## src/rtl/serChainPkg.sv

```systemverilog
package serChainPkg;

  localparam int BYTE_W = 8;

  typedef struct packed {
    logic frameStart;
    logic sampleEn;
    logic frameEnd;
    logic wideMode;
  } chainStrobes_t;

  // Five-bit check code in bits [7:3]; polynomial x^5+x^4+x^2+1, seed 0, MSB first.
  function automatic logic [7:0] calcCrc5(input logic [7:0] dataByte);
    logic [7:0] acc;
    acc = dataByte;
    for (int k = 0; k < 8; k++) begin
      acc = acc[7] ? ({acc[6:0], 1'b0} ^ 8'hA8) : {acc[6:0], 1'b0};
    end
    return acc & 8'hF8;
  endfunction

endpackage

```

## src/rtl/serChainCtrl.sv

```systemverilog
module serChainCtrl
  import serChainPkg::*;
#(
  parameter int NUM_CHIPS = 3,
  parameter int HALF_DIV  = 2
) (
  input  logic          clk,
  input  logic          rstN,
  input  logic          startPulse,
  input  logic          statusMode,
  output logic          spiSclk,
  output logic          spiCsN,
  output chainStrobes_t strb
);

  localparam int MAX_BITS = 2 * BYTE_W * NUM_CHIPS;
  localparam int BIT_W    = $clog2(MAX_BITS);
  localparam int DIV_W    = (HALF_DIV > 1) ? $clog2(HALF_DIV) : 1;
  localparam logic [BIT_W-1:0] LAST_WIDE   = BIT_W'(MAX_BITS - 1);
  localparam logic [BIT_W-1:0] LAST_NARROW = BIT_W'(BYTE_W * NUM_CHIPS - 1);
  localparam logic [DIV_W-1:0] DIV_LAST    = DIV_W'(HALF_DIV - 1);

  typedef enum logic [1:0] {ST_IDLE, ST_RUN, ST_FINISH} ctrlState_t;

  ctrlState_t       state;
  logic [DIV_W-1:0] divCnt;
  logic [BIT_W-1:0] bitCnt;
  logic             sclkReg;
  logic             csReg;
  logic             wideReg;
  logic             halfTick;
  logic [BIT_W-1:0] lastBit;

  assign halfTick = (divCnt == DIV_LAST);
  assign lastBit  = wideReg ? LAST_WIDE : LAST_NARROW;

  always_ff @(posedge clk or negedge rstN) begin
    if (!rstN) begin
      state   <= ST_IDLE;
      divCnt  <= '0;
      bitCnt  <= '0;
      sclkReg <= 1'b0;
      csReg   <= 1'b1;
      wideReg <= 1'b0;
    end else begin
      case (state)
        ST_IDLE: begin
          if (startPulse) begin
            state   <= ST_RUN;
            csReg   <= 1'b0;
            divCnt  <= '0;
            bitCnt  <= '0;
            sclkReg <= 1'b0;
            wideReg <= statusMode;
          end
        end
        ST_RUN: begin
          if (halfTick) begin
            divCnt  <= '0;
            sclkReg <= !sclkReg;
            if (sclkReg) begin
              if (bitCnt == lastBit) begin
                state <= ST_FINISH;
                csReg <= 1'b1;
              end else begin
                bitCnt <= bitCnt + 1'b1;
              end
            end
          end else begin
            divCnt <= divCnt + 1'b1;
          end
        end
        ST_FINISH: state <= ST_IDLE;
        default:   state <= ST_IDLE;
      endcase
    end
  end

  always_comb begin
    strb.frameStart = (state == ST_IDLE) && startPulse;
    strb.sampleEn   = (state == ST_RUN) && halfTick && !sclkReg;
    strb.frameEnd   = (state == ST_FINISH);
    strb.wideMode   = wideReg;
  end

  assign spiSclk = sclkReg;
  assign spiCsN  = csReg;

endmodule

```

## src/rtl/serChainChipCheck.sv

```systemverilog
module serChainChipCheck
  import serChainPkg::*;
(
  input  logic [7:0] inByte,
  input  logic [7:0] statusByte,
  input  logic       wideMode,
  input  logic       ignoreUv,
  input  logic       faultLine,
  output logic       crcBad,
  output logic       hot,
  output logic       uvAlm,
  output logic       uvWrn,
  output logic       pinFault,
  output logic       faulty
);

  logic [7:0] expCode;

  always_comb begin
    expCode  = calcCrc5(inByte);
    crcBad   = wideMode && ((statusByte & 8'hF8) != expCode);
    hot      = wideMode && statusByte[1];
    uvAlm    = wideMode && !ignoreUv && !statusByte[2];
    uvWrn    = wideMode && !ignoreUv && !statusByte[0];
    pinFault = !ignoreUv && faultLine;
    faulty   = pinFault || crcBad || hot || uvAlm;
  end

endmodule

```

## src/rtl/serChainData.sv

```systemverilog
module serChainData
  import serChainPkg::*;
#(
  parameter int NUM_CHIPS    = 3,
  parameter bit FAULT_SHARED = 1'b0,
  localparam int FAULT_W     = FAULT_SHARED ? 1 : NUM_CHIPS
) (
  input  logic                        clk,
  input  logic                        rstN,
  input  chainStrobes_t               strb,
  input  logic                        spiMiso,
  input  logic                        ignoreUv,
  input  logic [FAULT_W-1:0]          faultPin,
  output logic [BYTE_W*NUM_CHIPS-1:0] inputBits,
  output logic [NUM_CHIPS-1:0]        crcErr,
  output logic [NUM_CHIPS-1:0]        overTemp,
  output logic [NUM_CHIPS-1:0]        uvAlarm,
  output logic [NUM_CHIPS-1:0]        uvWarn,
  output logic [NUM_CHIPS-1:0]        faultSeen,
  output logic [NUM_CHIPS-1:0]        chipFault,
  output logic                        frameDone
);

  localparam int MAX_BITS    = 2 * BYTE_W * NUM_CHIPS;
  localparam int WIDE_BYTES  = 2 * NUM_CHIPS;

  logic [MAX_BITS-1:0]         shiftReg;
  logic [BYTE_W*NUM_CHIPS-1:0] nextIn;
  logic [NUM_CHIPS-1:0]        nextCrc, nextHot, nextUvA, nextUvW, nextPin, nextFault;

  always_ff @(posedge clk or negedge rstN) begin
    if (!rstN) begin
      shiftReg <= '0;
    end else if (strb.sampleEn) begin
      shiftReg <= {shiftReg[MAX_BITS-2:0], spiMiso};
    end
  end

  for (genvar i = 0; i < NUM_CHIPS; i++) begin : g_chip
    logic [7:0] wideIn, wideSt, narrowIn, selIn;
    logic       line;

    // Earlier bytes sit higher in the shift register.
    assign wideIn   = shiftReg[(WIDE_BYTES - 1 - 2*i)*BYTE_W +: BYTE_W];
    assign wideSt   = shiftReg[(WIDE_BYTES - 2 - 2*i)*BYTE_W +: BYTE_W];
    assign narrowIn = shiftReg[(NUM_CHIPS - 1 - i)*BYTE_W +: BYTE_W];
    assign selIn    = strb.wideMode ? wideIn : narrowIn;

    if (FAULT_SHARED) begin : g_shared
      assign line = faultPin[0];
    end else begin : g_own
      assign line = faultPin[i];
    end

    serChainChipCheck chk_u (
      .inByte     (selIn),
      .statusByte (wideSt),
      .wideMode   (strb.wideMode),
      .ignoreUv   (ignoreUv),
      .faultLine  (line),
      .crcBad     (nextCrc[i]),
      .hot        (nextHot[i]),
      .uvAlm      (nextUvA[i]),
      .uvWrn      (nextUvW[i]),
      .pinFault   (nextPin[i]),
      .faulty     (nextFault[i])
    );

    assign nextIn[i*BYTE_W +: BYTE_W] = selIn;
  end

  always_ff @(posedge clk or negedge rstN) begin
    if (!rstN) begin
      inputBits <= '0;
      crcErr    <= '0;
      overTemp  <= '0;
      uvAlarm   <= '0;
      uvWarn    <= '0;
      faultSeen <= '0;
      chipFault <= '0;
      frameDone <= 1'b0;
    end else begin
      frameDone <= strb.frameEnd;
      if (strb.frameEnd) begin
        inputBits <= nextIn;
        crcErr    <= nextCrc;
        overTemp  <= nextHot;
        uvAlarm   <= nextUvA;
        uvWarn    <= nextUvW;
        faultSeen <= nextPin;
        chipFault <= nextFault;
      end
    end
  end

endmodule

```

## src/rtl/serialChainReader.sv

```systemverilog
module serialChainReader
  import serChainPkg::*;
#(
  parameter int NUM_CHIPS    = 3,
  parameter int HALF_DIV     = 2,
  parameter bit FAULT_SHARED = 1'b0,
  localparam int FAULT_W     = FAULT_SHARED ? 1 : NUM_CHIPS
) (
  input  logic                   clk,
  input  logic                   rstN,
  input  logic                   startPulse,
  input  logic                   statusMode,
  input  logic                   ignoreUv,
  input  logic [FAULT_W-1:0]     faultPin,
  output logic                   spiSclk,
  output logic                   spiCsN,
  input  logic                   spiMiso,
  output logic [8*NUM_CHIPS-1:0] inputBits,
  output logic [NUM_CHIPS-1:0]   crcErr,
  output logic [NUM_CHIPS-1:0]   overTemp,
  output logic [NUM_CHIPS-1:0]   uvAlarm,
  output logic [NUM_CHIPS-1:0]   uvWarn,
  output logic [NUM_CHIPS-1:0]   faultSeen,
  output logic [NUM_CHIPS-1:0]   chipFault,
  output logic                   frameDone
);

  chainStrobes_t strb;

  serChainCtrl #(.NUM_CHIPS(NUM_CHIPS), .HALF_DIV(HALF_DIV)) ctrl_u (
    .clk        (clk),
    .rstN       (rstN),
    .startPulse (startPulse),
    .statusMode (statusMode),
    .spiSclk    (spiSclk),
    .spiCsN     (spiCsN),
    .strb       (strb)
  );

  serChainData #(.NUM_CHIPS(NUM_CHIPS), .FAULT_SHARED(FAULT_SHARED)) data_u (
    .clk       (clk),
    .rstN      (rstN),
    .strb      (strb),
    .spiMiso   (spiMiso),
    .ignoreUv  (ignoreUv),
    .faultPin  (faultPin),
    .inputBits (inputBits),
    .crcErr    (crcErr),
    .overTemp  (overTemp),
    .uvAlarm   (uvAlarm),
    .uvWarn    (uvWarn),
    .faultSeen (faultSeen),
    .chipFault (chipFault),
    .frameDone (frameDone)
  );

endmodule

```

## config.mk

```make
export PLATFORM = sky130hd
export DESIGN_NAME = serialChainReader
export DESIGN_NICKNAME = d
export VERILOG_FILES = /design/src/rtl/serChainPkg.sv /design/src/rtl/serChainCtrl.sv /design/src/rtl/serChainChipCheck.sv /design/src/rtl/serChainData.sv /design/src/rtl/serialChainReader.sv
export SDC_FILE = /design/constraint.sdc
export NUM_CORES = 1
export LEC_CHECK = 0
export CORE_UTILIZATION = 35
export CTS_CLUSTER_SIZE = 40
export DETAILED_ROUTE_END_ITERATION = 8
export PLACE_DENSITY_LB_ADDON = 0.2
export SLEW_MARGIN = 30
export SYNTH_ARGS = -nofsm -noshare
export SYNTH_HDL_FRONTEND = slang
export SYNTH_HIERARCHICAL = 1
export SYNTH_SLANG_ARGS = --single-unit
```

## constraint.sdc

```tcl
create_clock -name clk -period 3.7 [get_ports clk]
set_input_delay 0.74 -clock clk [delete_from_list [all_inputs] [get_ports clk]]
set_output_delay 0.74 -clock clk [all_outputs]
set_load 0.005 [all_outputs]
```

==> results of run 1 <==
registers in the layout, summed over array words and instances, names as in the netlist:
name,cells
data_u/frameDone,1
ctrl_u/divCnt,1
data_u/uvAlarm,3
data_u/inputBits,24
ctrl_u/wideReg,1
data_u/overTemp,3
data_u/uvWarn,3
ctrl_u/spiSclk,1
ctrl_u/spiCsN,1
ctrl_u/state,2
data_u/shiftReg,48
ctrl_u/bitCnt,6
data_u/faultSeen,3
data_u/crcErr,3
data_u/chipFault,3
area by class of cell:
| class | instances | share of cell area [%] |
|---|---|---|
| multi-input cells | 245 | 41.25 |
| flip-flops and latches | 103 | 40.39 |
| repair buffers | 58 | 9.249 |
| clock buffers | 11 | 3.958 |
| well taps | 184 | 3.606 |
| clock inverters | 5 | 1.254 |
| inverters | 5 | 0.2939 |
routing by layer:
layer / global-route usage (%) / vias up / wire [um]
li1: - / 1407 / -
met1: 17.50 / 1541 / 4663
met2: 22.74 / 40 / 5061
met3: 4.108 / 9 / 341
met4: 3.874 / 0 / 116
met5: 0 / - / 0
synth_stat cells, drive strengths merged:
cell / n
mux2: 115
dfrtp: 102
xnor2: 25
nor2: 15
xor2: 15
buf: 14
nand2: 9
xnor3: 9
nand2b: 6
nor3: 6
o21ai: 6
inv: 5
mux2i: 5
a211oi: 4
nor2b: 4
a2111o: 3
a22o: 3
and2: 3
o2111ai: 3
xor3: 3
nand3: 2
nand4b: 2
a21oi: 1
and3: 1
dfstp: 1
ha: 1
o21bai: 1
o311ai: 1
o31ai: 1
or4b: 1
per-stage QoR:
stage / setup slack, ps / instances / power [uW] / cell area, sq um / hold slack, ps
floorplan: 944.7 / 367 / 1258 / 5325 / 444.4
global placement: 1036 / 595 / 1310 / 6052 / 493.9
detailed placement: 992.7 / 595 / 1313 / 6052 / 494.8
CTS: 985.8 / 611 / 2384 / 6385 / 443.5
global route: 877.2 / 611 / 2430 / 6385 / 469.7
finish: 998.9 / 611 / 2334 / 6385 / 412.2
worst max-delay path by stage:
stage / from / end / slack, ps
2_1_floorplan: ctrl_u/wideReg / data_u/chipFault[1] / 940
3_3_place_gp: ctrl_u/wideReg / data_u/chipFault[1] / 1040
3_5_place_dp: ctrl_u/wideReg / data_u/chipFault[2] / 990
4_1_cts: ctrl_u/wideReg / data_u/chipFault[1] / 990
5_1_grt: ctrl_u/wideReg / data_u/chipFault[0] / 880
6_report: ctrl_u/wideReg / data_u/chipFault[2] / 1000
worst max-delay path, stage by stage, from the launching register on:
cell and delay, ps:
dfrtp_1 370, buf_12 240, mux2_4 360, xor3_1 420
xor2_1 180, a2111o_1 390, a211oi_2 260, o21ai_1 80
mux2_2 260
cell usage in the layout, fill, tap and decap left out, types with 4 or more instances in the layout:
master,netlist,routed
dfrtp_1,102,102
mux2_2,75,75
clkdlybuf4s50_1,0,52
mux2_4,40,40
xnor2_1,25,25
nor2_1,15,14
xor2_1,12,12
clkbuf_16,0,9
nand2_1,9,9
nand2b_1,6,6
nor3_1,6,6
xnor3_2,6,6
inv_1,5,5
mux2i_1,5,5
buf_4,1,4
kinds of logic (layout without fill, tap and decap cells):
| logic type | Yosys count | after routing | synth area share [%] |
|---|---|---|---|
| AOI/OAI and AO/OA | 23 | 23 | 3.783 |
| muxes | 120 | 120 | 28.08 |
| buffers and inverters | 19 | 79 | 2.397 |
| and+or+nand+nor | 49 | 49 | 4.793 |
| xor gates and xnor gates | 52 | 52 | 12.29 |
| adders and majority gates | 1 | 1 | 0.2349 |
| DFF | 103 | 103 | 48.43 |
where the power goes:
group / switching (uW) / internal [uW]
combinational: 75.0 / 72.3
sequential: 9.49 / 1130
clock: 417 / 628
==> reports/summary.txt, run 1 <==
Outcome: complete, but fails checks
Violated checks: DRC
Drt total wl: 10180 um
Worst min-delay path class: primary input to asynchronous set/reset pin
Syn avg cell area: 14.51 sq um
Area growth syn-to-layout: 19.90%
Core area: 14700 sq um
Final worst-path cycle share: 73.00%
WL per Instance: 16.67 um
DP Wirelength: 7002 um
TritonCTS clock tree: done
Worst VDD drop: 0.2316 mV
Fmax achieved: 370.2 MHz
Worst r2r src: ctrl_u/wideReg
Max-slew violation count: 0
Req. time, crit path: 3940 ps
H-tree level count: 3
Top-area cell type share of the netlist area: 47.93%
Vias/cell: 4.905
Multi-input combinational cell area: 2634 sq um
CTS hold repair buffers: 0
Antenna Cells: 0
Max Cap Viol: 0
Vias in the first global route: 3083
Tot GR Track Use: 13.77%
Setup TNS Final: 0 ps
Post-synth cell types: 39
Clock Latency Late Sink: 350 ps
Die Span Y: 125.3 um
Cell Area, Synth: 5325 sq um
Area leader, netlist: dfrtp_1
Synth top area cells: dfrtp_1 48%, mux2_2 16%, mux2_4 11%, xnor2_1 4.1%, xnor3_2 2.7%
PostCTS Resize Cnt: 0
Final Critical Period: 2701 ps
Antenna violations before repair: 0
Ys Warns: 6
CTS sink cnt: 103
Unrepaired setup endpoints after global routing: no
Largest net degree at the start of global routing: 56
Wire length of the first global-routing pass: 16730 um
Total number of vias: 2997
DRC viols: 2
Routed Antenna Nets: 0
First DRT Iteration DRCs: 142
Mapped Cells: 367
Util after Layout: 43.44%
Die area: 15710 sq um
Worst r2r dst: data_u/chipFault[2]
Flop-to-flop setup slack: 1000 ps
Num CTS Buffers: 9
PD cells: 365.6 nW/um^2
Nets@finish: 432
CTS clk-pin slew, worst paths: 70 ps
Final setup fails: 0
Leakage: 0.002859 uW
Fillcell total: 1346
Register bit total from synthesis: 103
Final GP Congestion: 0.7875
Final hold vios: 0
Number of port buffers: 53
Worst slew pin tran: 646.0 ps
Crit path max fanout: 36
CTS root buf: clkbuf_16
Worst setup SP type: flip-flop
Max_slew headroom: 56.93%
Global route overflow: 0
Width of the die: 125.3 um
Max clock buf depth: 2
Sequential element share of the synthesized area: 48.43%
FP Rows: 44
Layout cells sized above 1: 36.30%
R2R depth: 8
CP Capture Type: flip-flop
Top-Level Pins: 54
Critical Setup Path Class: flip-flop to flip-flop
Register area: 2579 sq um
Critical path arrival: 2940 ps
Initial core utilization: 36.23%
Syn_nets: 377
Clock skew: 6.552 ps
Post-CTS Setup Bufs: 0
Pre-antenna DRT Iters: 6
Power figures use the tool's default switching activity.
==> run 2: changes to the inputs <==
==> constraint.sdc (replaced) <==
create_clock -name clk -period 2.75 [get_ports clk]
set_input_delay 0.55 -clock clk [delete_from_list [all_inputs] [get_ports clk]]
set_output_delay 0.55 -clock clk [all_outputs]
set_load 0.005 [all_outputs]
==> run 2 against run 1 <==
  * The run still ends with DRC left
  * Worst hold slack worse by 240 ps
  * Sequential share of layout area fell by 0.083 points
  * Power rose by 28%
  * First-iteration DRC count fell by 9.9%
  * Non-clock buffer count rose by 4
  * Clock skew rose by 2.4 ps
  * Sequential cell count unchanged
  * Critical path depth unchanged
==> reports/summary.txt, run 2 (synthesis results as in run 1) <==
Vias in the first global route: 3216 (was 3083)
Pre-antenna DRT Iters: 8 (was 6)
DRC viols: 3 (was 2)
Critical Setup Path Class: flip-flop to flip-flop (unchanged)
Outcome: complete, but fails checks (unchanged)
TritonCTS clock tree: done (unchanged)
Worst VDD drop: 0.3195 mV (was 0.2316 mV)
Req. time, crit path: 2980 ps (was 3940 ps)
Leakage: 0.002871 uW (was 0.002859 uW)
Crit path max fanout: 18 (was 36)
H-tree level count: 3 (unchanged)
DP Wirelength: 7220 um (was 7002 um)
Worst slew pin tran: 634.3 ps (was 646.0 ps)
Hold_ws: 168.8 ps (was 412.2 ps)
Num CTS Buffers: 9 (unchanged)
Global route overflow: 0 (unchanged)
Final hold vios: 0 (unchanged)
Core area: 14700 sq um (unchanged)
Unrepaired setup endpoints after global routing: no (unchanged)
Max-slew violation count: 0 (unchanged)
Final GP Congestion: 0.7830 (was 0.7875)
WL per Instance: 16.80 um (was 16.67 um)
Max clock buf depth: 2 (unchanged)
Initial core utilization: 36.23% (unchanged)
Violated checks: DRC (unchanged)
Routed Antenna Nets: 0 (unchanged)
Critical-path cell list: buf_12 -> mux2_4 -> xor3_1 -> xor2_1 -> a2111o_1 -> a211oi_2 -> o21ai_1 -> mux2_2 (unchanged)
CTS hold repair buffers: 0 (unchanged)
Worst setup SP type: flip-flop (unchanged)
PD cells: 467.1 nW/um^2 (was 365.6 nW/um^2)
Fmax achieved: 381.0 MHz (was 370.2 MHz)
Layout cells sized above 1: 36.66% (was 36.30%)
Area growth syn-to-layout: 20.21% (was 19.90%)
CTS root buf: clkbuf_16 (unchanged)
Crit-path slowest cell: dfrtp_2 (was xor3_1)
Largest net degree at the start of global routing: 49 (was 56)
Most common cell after layout, fill and taps aside: dfrtp_1 (unchanged)
Largest registers: data_u/shiftReg: 48 flops, data_u/inputBits: 24 flops, ctrl_u/bitCnt: 6 flops (unchanged)
Width of the die: 125.3 um (unchanged)
Final setup fails: 0 (unchanged)
CTS clk-pin slew, worst paths: 70 ps (about the same)
Most flops, register: data_u/shiftReg (unchanged)
Antenna Cells: 0 (unchanged)
Critical path arrival: 2860 ps (was 2940 ps)
Design Area, Final: 6401 sq um (was 6385 sq um)
Max Cap Viol: 0 (unchanged)
Most frequent cells in the layout: 101 x dfrtp_1, 75 x mux2_2, 52 x clkdlybuf4s50_1, 40 x mux2_4, 24 x xnor2_1 (was 102 x dfrtp_1, 75 x mux2_2, 52 x clkdlybuf4s50_1, 40 x mux2_4, 25 x xnor2_1)
Nets@finish: 436 (was 432)
First DRT Iteration DRCs: 128 (was 142)
Tot GR Track Use: 14.29% (was 13.77%)
CP Capture Type: flip-flop (unchanged)
Final worst-path cycle share: 95.45% (was 73.00%)
CTS sink cnt: 103 (unchanged)
Worst min-delay path class: primary input to asynchronous set/reset pin (unchanged)
Max_slew headroom: 57.71% (was 56.93%)
Overall Power: 2990 uW (was 2334 uW)
Crit-path max cell delay: 450 ps (was 420 ps)
Total number of vias: 3012 (was 2997)
Placed cell areas: 6107 sq um (was 6052 sq um)
Number of port buffers: 53 (unchanged)
Clock skew: 8.961 ps (was 6.552 ps)
Wire length of the first global-routing pass: 17420 um (was 16730 um)
FP Rows: 44 (unchanged)
Top-Level Pins: 54 (unchanged)
Clock Latency Late Sink: 350 ps (about the same)
Setup TNS Final: 0 ps (unchanged)
Antenna violations before repair: 0 (unchanged)
Drt total wl: 10330 um (was 10180 um)
Die area: 15710 sq um (unchanged)
Die Span Y: 125.3 um (unchanged)
Vias/cell: 4.898 (was 4.905)
Number of flip-flops under the largest register name: 48 (unchanged)
Final Critical Period: 2625 ps (was 2701 ps)
[run 2: area by class of cell]
type / instances / area, sq um
Inverter: 5 / 18.77
Fill cell: 1332 / 8298
Timing Repair Buffer: 62 / 645.6
Clock buffer: 12 / 236.5
Sequential cell: 103 / 2580
Clock inverter: 4 / 48.80
Multi-Input combinational cell: 245 / 2641
Tap cell: 184 / 230.2
[run 2: what timing repair did]
item,CTS,global route
setup endpoints to repair,0,6
resized for setup,0,2
setup buffers,0,0
[run 2: critical path, delay by kind of cell, from the launching register on]
family | cells | cell delay [ps]
flip-flops | 1 | 450
XOR/XNOR | 2 | 590
AO/OA/AOI/OAI | 3 | 680
multiplexers | 2 | 610
buffers and inverters | 1 | 170
[run 2: final timing paths]
kind,start,end,slack (ps),depth (start not counted)
min reg2reg,ctrl_u/spiCsN,ctrl_u/spiCsN,500,2
min,rstN,data_u/inputBits[8],170,1
max in group asynchronous,rstN,ctrl_u/spiCsN,1890,2
max,ctrl_u/wideReg,data_u/chipFault[0],130,8
max reg2reg,ctrl_u/wideReg,data_u/chipFault[0],130,8
min in group clk,ctrl_u/spiCsN,ctrl_u/spiCsN,500,2
[run 2: power breakdown]
part           leakage [uW]  internal [uW]  switching (uW)
Sequential          0.00138           1520            12.3
Combinational       0.00135            100             101
Clock              0.000141            706             547
[run 2: per-stage QoR]
stage                     instances  util [%]  setup slack (ps)
after floorplan                 367         -             15.00
after global placement          599     41.55             116.2
after detailed placement        599     41.55             44.93
after CTS                       615     43.49             36.49
after global routing            615     43.55             2.603
final                           615     43.55             125.1
[run 2: per-layer routing]
metal	track usage, %	vias to the layer above	share of wire [%]
li1	-	1420	-
met2	22.94	44	49
met4	5.452	0	1.8
met1	18.60	1531	46
met3	3.594	17	2.9
met5	0	-	0
==> run 3: changes to the inputs <==
--- a/config.mk
+++ b/config.mk
@@ -8,6 +8,7 @@
 export CORE_UTILIZATION = 35
 export CTS_CLUSTER_SIZE = 40
 export DETAILED_ROUTE_END_ITERATION = 8
+export GPL_TIMING_DRIVEN = 0
 export PLACE_DENSITY_LB_ADDON = 0.2
 export SLEW_MARGIN = 30
 export SYNTH_ARGS = -nofsm -noshare
==> constraint.sdc (replaced) <==
create_clock -name clk -period 3.15 [get_ports clk]
set_input_delay 0.63 -clock clk [delete_from_list [all_inputs] [get_ports clk]]
set_output_delay 0.63 -clock clk [all_outputs]
set_load 0.005 [all_outputs]
==> run 3 against run 2 <==
  * Sequential share of layout area down 0.38 points
  * Clock power down 11%
  * Final cell count up 2.0%
  * Global-route usage down 0.067 points
  * Wire length down 0.11%
  * Critical path depth up 2
  * Via count up 1.2%
  * The run still ends with DRC left
  * Sequential cell count unchanged
  * Sequential power down 13%
  * Highest routed layer unchanged
  * Die area unchanged
  * Power down 12%
  * Clock-buffer cell count up 3
==> reports/summary.txt, run 3 (synthesis results as in run 1) <==
Fmax achieved: 333.1 MHz (was 381.0 MHz)
CP dominant cell by count: buf_6
Leakage: 0.002938 uW (was 0.002871 uW)
Clock Latency Late Sink: 350 ps (about the same)
Num CTS Buffers: 9 (unchanged)
Largest net degree at the start of global routing: 68 (was 49)
Number of flip-flops under the largest register name: 48 (unchanged)
Initial core utilization: 36.23% (unchanged)
Crit-path max cell delay: 470 ps (was 450 ps)
Antenna Cells: 0 (unchanged)
Global route overflow: 0 (unchanged)
Final GP Congestion: 0.7433 (was 0.7830)
Die Span Y: 125.3 um (unchanged)
Die area: 15710 sq um (unchanged)
Vias/cell: 4.860 (was 4.898)
CTS hold repair buffers: 0 (unchanged)
CTS clk-pin slew, worst paths: 70 ps (about the same)
Pre-antenna DRT Iters: 6 (was 8)
Max-slew violation count: 0 (unchanged)
Final hold vios: 0 (unchanged)
DRC viols: 2 (was 3)
Total number of vias: 3047 (was 3012)
CP Capture Type: flip-flop (unchanged)
Overall Power: 2627 uW (was 2990 uW)
Crit path max fanout: 10 (was 18)
Worst setup SP type: flip-flop (unchanged)
FP Rows: 44 (unchanged)
Width of the die: 125.3 um (unchanged)
Hold_ws: 187.7 ps (was 168.8 ps)
Vias in the first global route: 3289 (was 3216)
Crit-path slowest cell: a2111o_1 (was dfrtp_2)
Final worst-path cycle share: 95.32% (was 95.45%)
Outcome: complete, but fails checks (unchanged)
Most common cell after layout, fill and taps aside: dfrtp_1 (unchanged)
Critical Setup Path Class: flip-flop to flip-flop (unchanged)
PD cells: 406.7 nW/um^2 (was 467.1 nW/um^2)
Register area: 2579 sq um (was 2580 sq um)
TritonCTS clock tree: done (unchanged)
Antenna violations before repair: 0 (unchanged)
DP Wirelength: 7425 um (was 7220 um)
Most frequent cells in the layout: 102 x dfrtp_1, 75 x mux2_2, 52 x clkdlybuf4s50_1, 40 x mux2_4, 25 x xnor2_1 (was 101 x dfrtp_1, 75 x mux2_2, 52 x clkdlybuf4s50_1, 40 x mux2_4, 24 x xnor2_1)
Register share of total power: 51.1% (was 51.4%)
Max_slew headroom: 75.05% (was 57.71%)
Largest registers: data_u/shiftReg: 48 flops, data_u/inputBits: 24 flops, ctrl_u/bitCnt: 6 flops (unchanged)
Top-Level Pins: 54 (unchanged)
Routed Antenna Nets: 0 (unchanged)
H-tree level count: 3 (unchanged)
Worst slew pin tran: 374.2 ps (was 634.3 ps)
Tot GR Track Use: 14.22% (was 14.29%)
Sw Share: 21.64% (was 22.08%)
Switching pwr: 568.5 uW (was 660.3 uW)
First DRT Iteration DRCs: 76 (was 128)
Req. time, crit path: 3380 ps (was 2980 ps)
Max Cap Viol: 0 (unchanged)
Violated checks: DRC (unchanged)
Worst VDD drop: 0.2140 mV (was 0.3195 mV)
Nets@finish: 448 (was 436)
Max clock buf depth: 2 (unchanged)
CTS root buf: clkbuf_16 (unchanged)
Clock share of power: 42.2% (was 41.9%)
Final Critical Period: 3003 ps (was 2625 ps)
Multi-input combinational cell area: 2626 sq um (was 2641 sq um)
WL per Instance: 16.46 um (was 16.80 um)
Core area: 14700 sq um (unchanged)
Final setup fails: 0 (unchanged)
Critical-path cell list: buf_6 -> buf_6 -> buf_12 -> mux2_4 -> xor3_1 -> xor2_1 -> a2111o_1 -> a211oi_4 -> o21ai_1 -> mux2_2 (was buf_12 -> mux2_4 -> xor3_1 -> xor2_1 -> a2111o_1 -> a211oi_2 -> o21ai_1 -> mux2_2)
Pint: 2058 uW (was 2330 uW)
Unrepaired setup endpoints after global routing: no (unchanged)
Layout cells sized above 1: 37.02% (was 36.66%)
Worst min-delay path class: primary input to asynchronous set/reset pin (unchanged)
Wire length of the first global-routing pass: 17510 um (was 17420 um)
Area growth syn-to-layout: 21.29% (was 20.21%)
Comb pwr share: 6.7% (about the same)
R2R depth: 10 (was 8)
Drt total wl: 10320 um (was 10330 um)
Critical path arrival: 3230 ps (was 2860 ps)
Number of port buffers: 53 (unchanged)
Clock skew: 7.628 ps (was 8.961 ps)
Fillcell total: 1327 (was 1332)
CTS sink cnt: 103 (unchanged)
Most flops, register: data_u/shiftReg (unchanged)
## run 3: per-layer routing
| metal | part of all wire (%) | vias up | routed length (um) | GRT usage (%) |
|---|---|---|---|---|
| met4 | 1.5 | 0 | 155 | 5.165 |
| li1 | - | 1459 | - | - |
| met3 | 2.3 | 11 | 236 | 2.439 |
| met2 | 49 | 33 | 5083 | 23.73 |
| met1 | 47 | 1544 | 4847 | 18.60 |
| met5 | 0 | - | 0 | 0 |
## run 3: worst paths after layout
kind                                      from             endpoint  slack (ps)
max in group asynchronous                 rstN        ctrl_u/spiCsN        2270
worst min-delay path                      rstN  data_u/inputBits[7]         190
min in group clk                 ctrl_u/spiCsN        ctrl_u/spiCsN         500
worst max-delay path            ctrl_u/wideReg  data_u/chipFault[1]         150
worst min register to register   ctrl_u/spiCsN        ctrl_u/spiCsN         500
worst max register to register  ctrl_u/wideReg  data_u/chipFault[1]         150
## run 3: power groups by stage
stage / sequential [uW] / clock (uW) / combinational [uW]
after floorplan: 1360 / 0 / 115
after global placement: 1370 / 0 / 168
after detailed placement: 1370 / 0 / 176
after CTS: 1340 / 1150 / 180
after global routing: 1340 / 1200 / 194
final: 1340 / 1110 / 176
## run 3: repair_timing
| item | in CTS | in global routing |
|---|---|---|
| pin swaps | 0 | 3 |
| resized for setup | 1 | 1 |
| cloned | 0 | 0 |
| setup buffers | 0 | 6 |
| endpoints found under the setup margin | 1 | 3 |
## run 3: worst max-delay path: cells and delay by family (launching register included)
family | cells | cell delay, ps
multiplexers | 2 | 580
AO/OA/AOI/OAI | 3 | 900
XOR/XNOR | 2 | 570
buffers and inverters | 3 | 430
flip-flops | 1 | 410
## run 3: metrics by stage
stage               setup slack, ps  instances  area, sq um  setup TNS, ps  utilization, %
CTS                           20.86        621         6410              0           43.61
detailed placement            2.284        605         6115              0           41.60
floorplan                     394.7        367         5325              0               -
global route                  12.84        627         6459              0           43.94
finish                        147.5        627         6459              0           43.94
global placement              -2626        604         6086        -268110           41.40
## run 3: area by class of cell
class                   count  area share, %
plain buffers              14          1.744
repair buffers             60          9.357
flip-flops and latches    103          39.93
well taps                 184          3.565
inverters                   5         0.2906
multi-input cells         245          40.66
clock inverters             1         0.4649
clock buffers              15          3.991
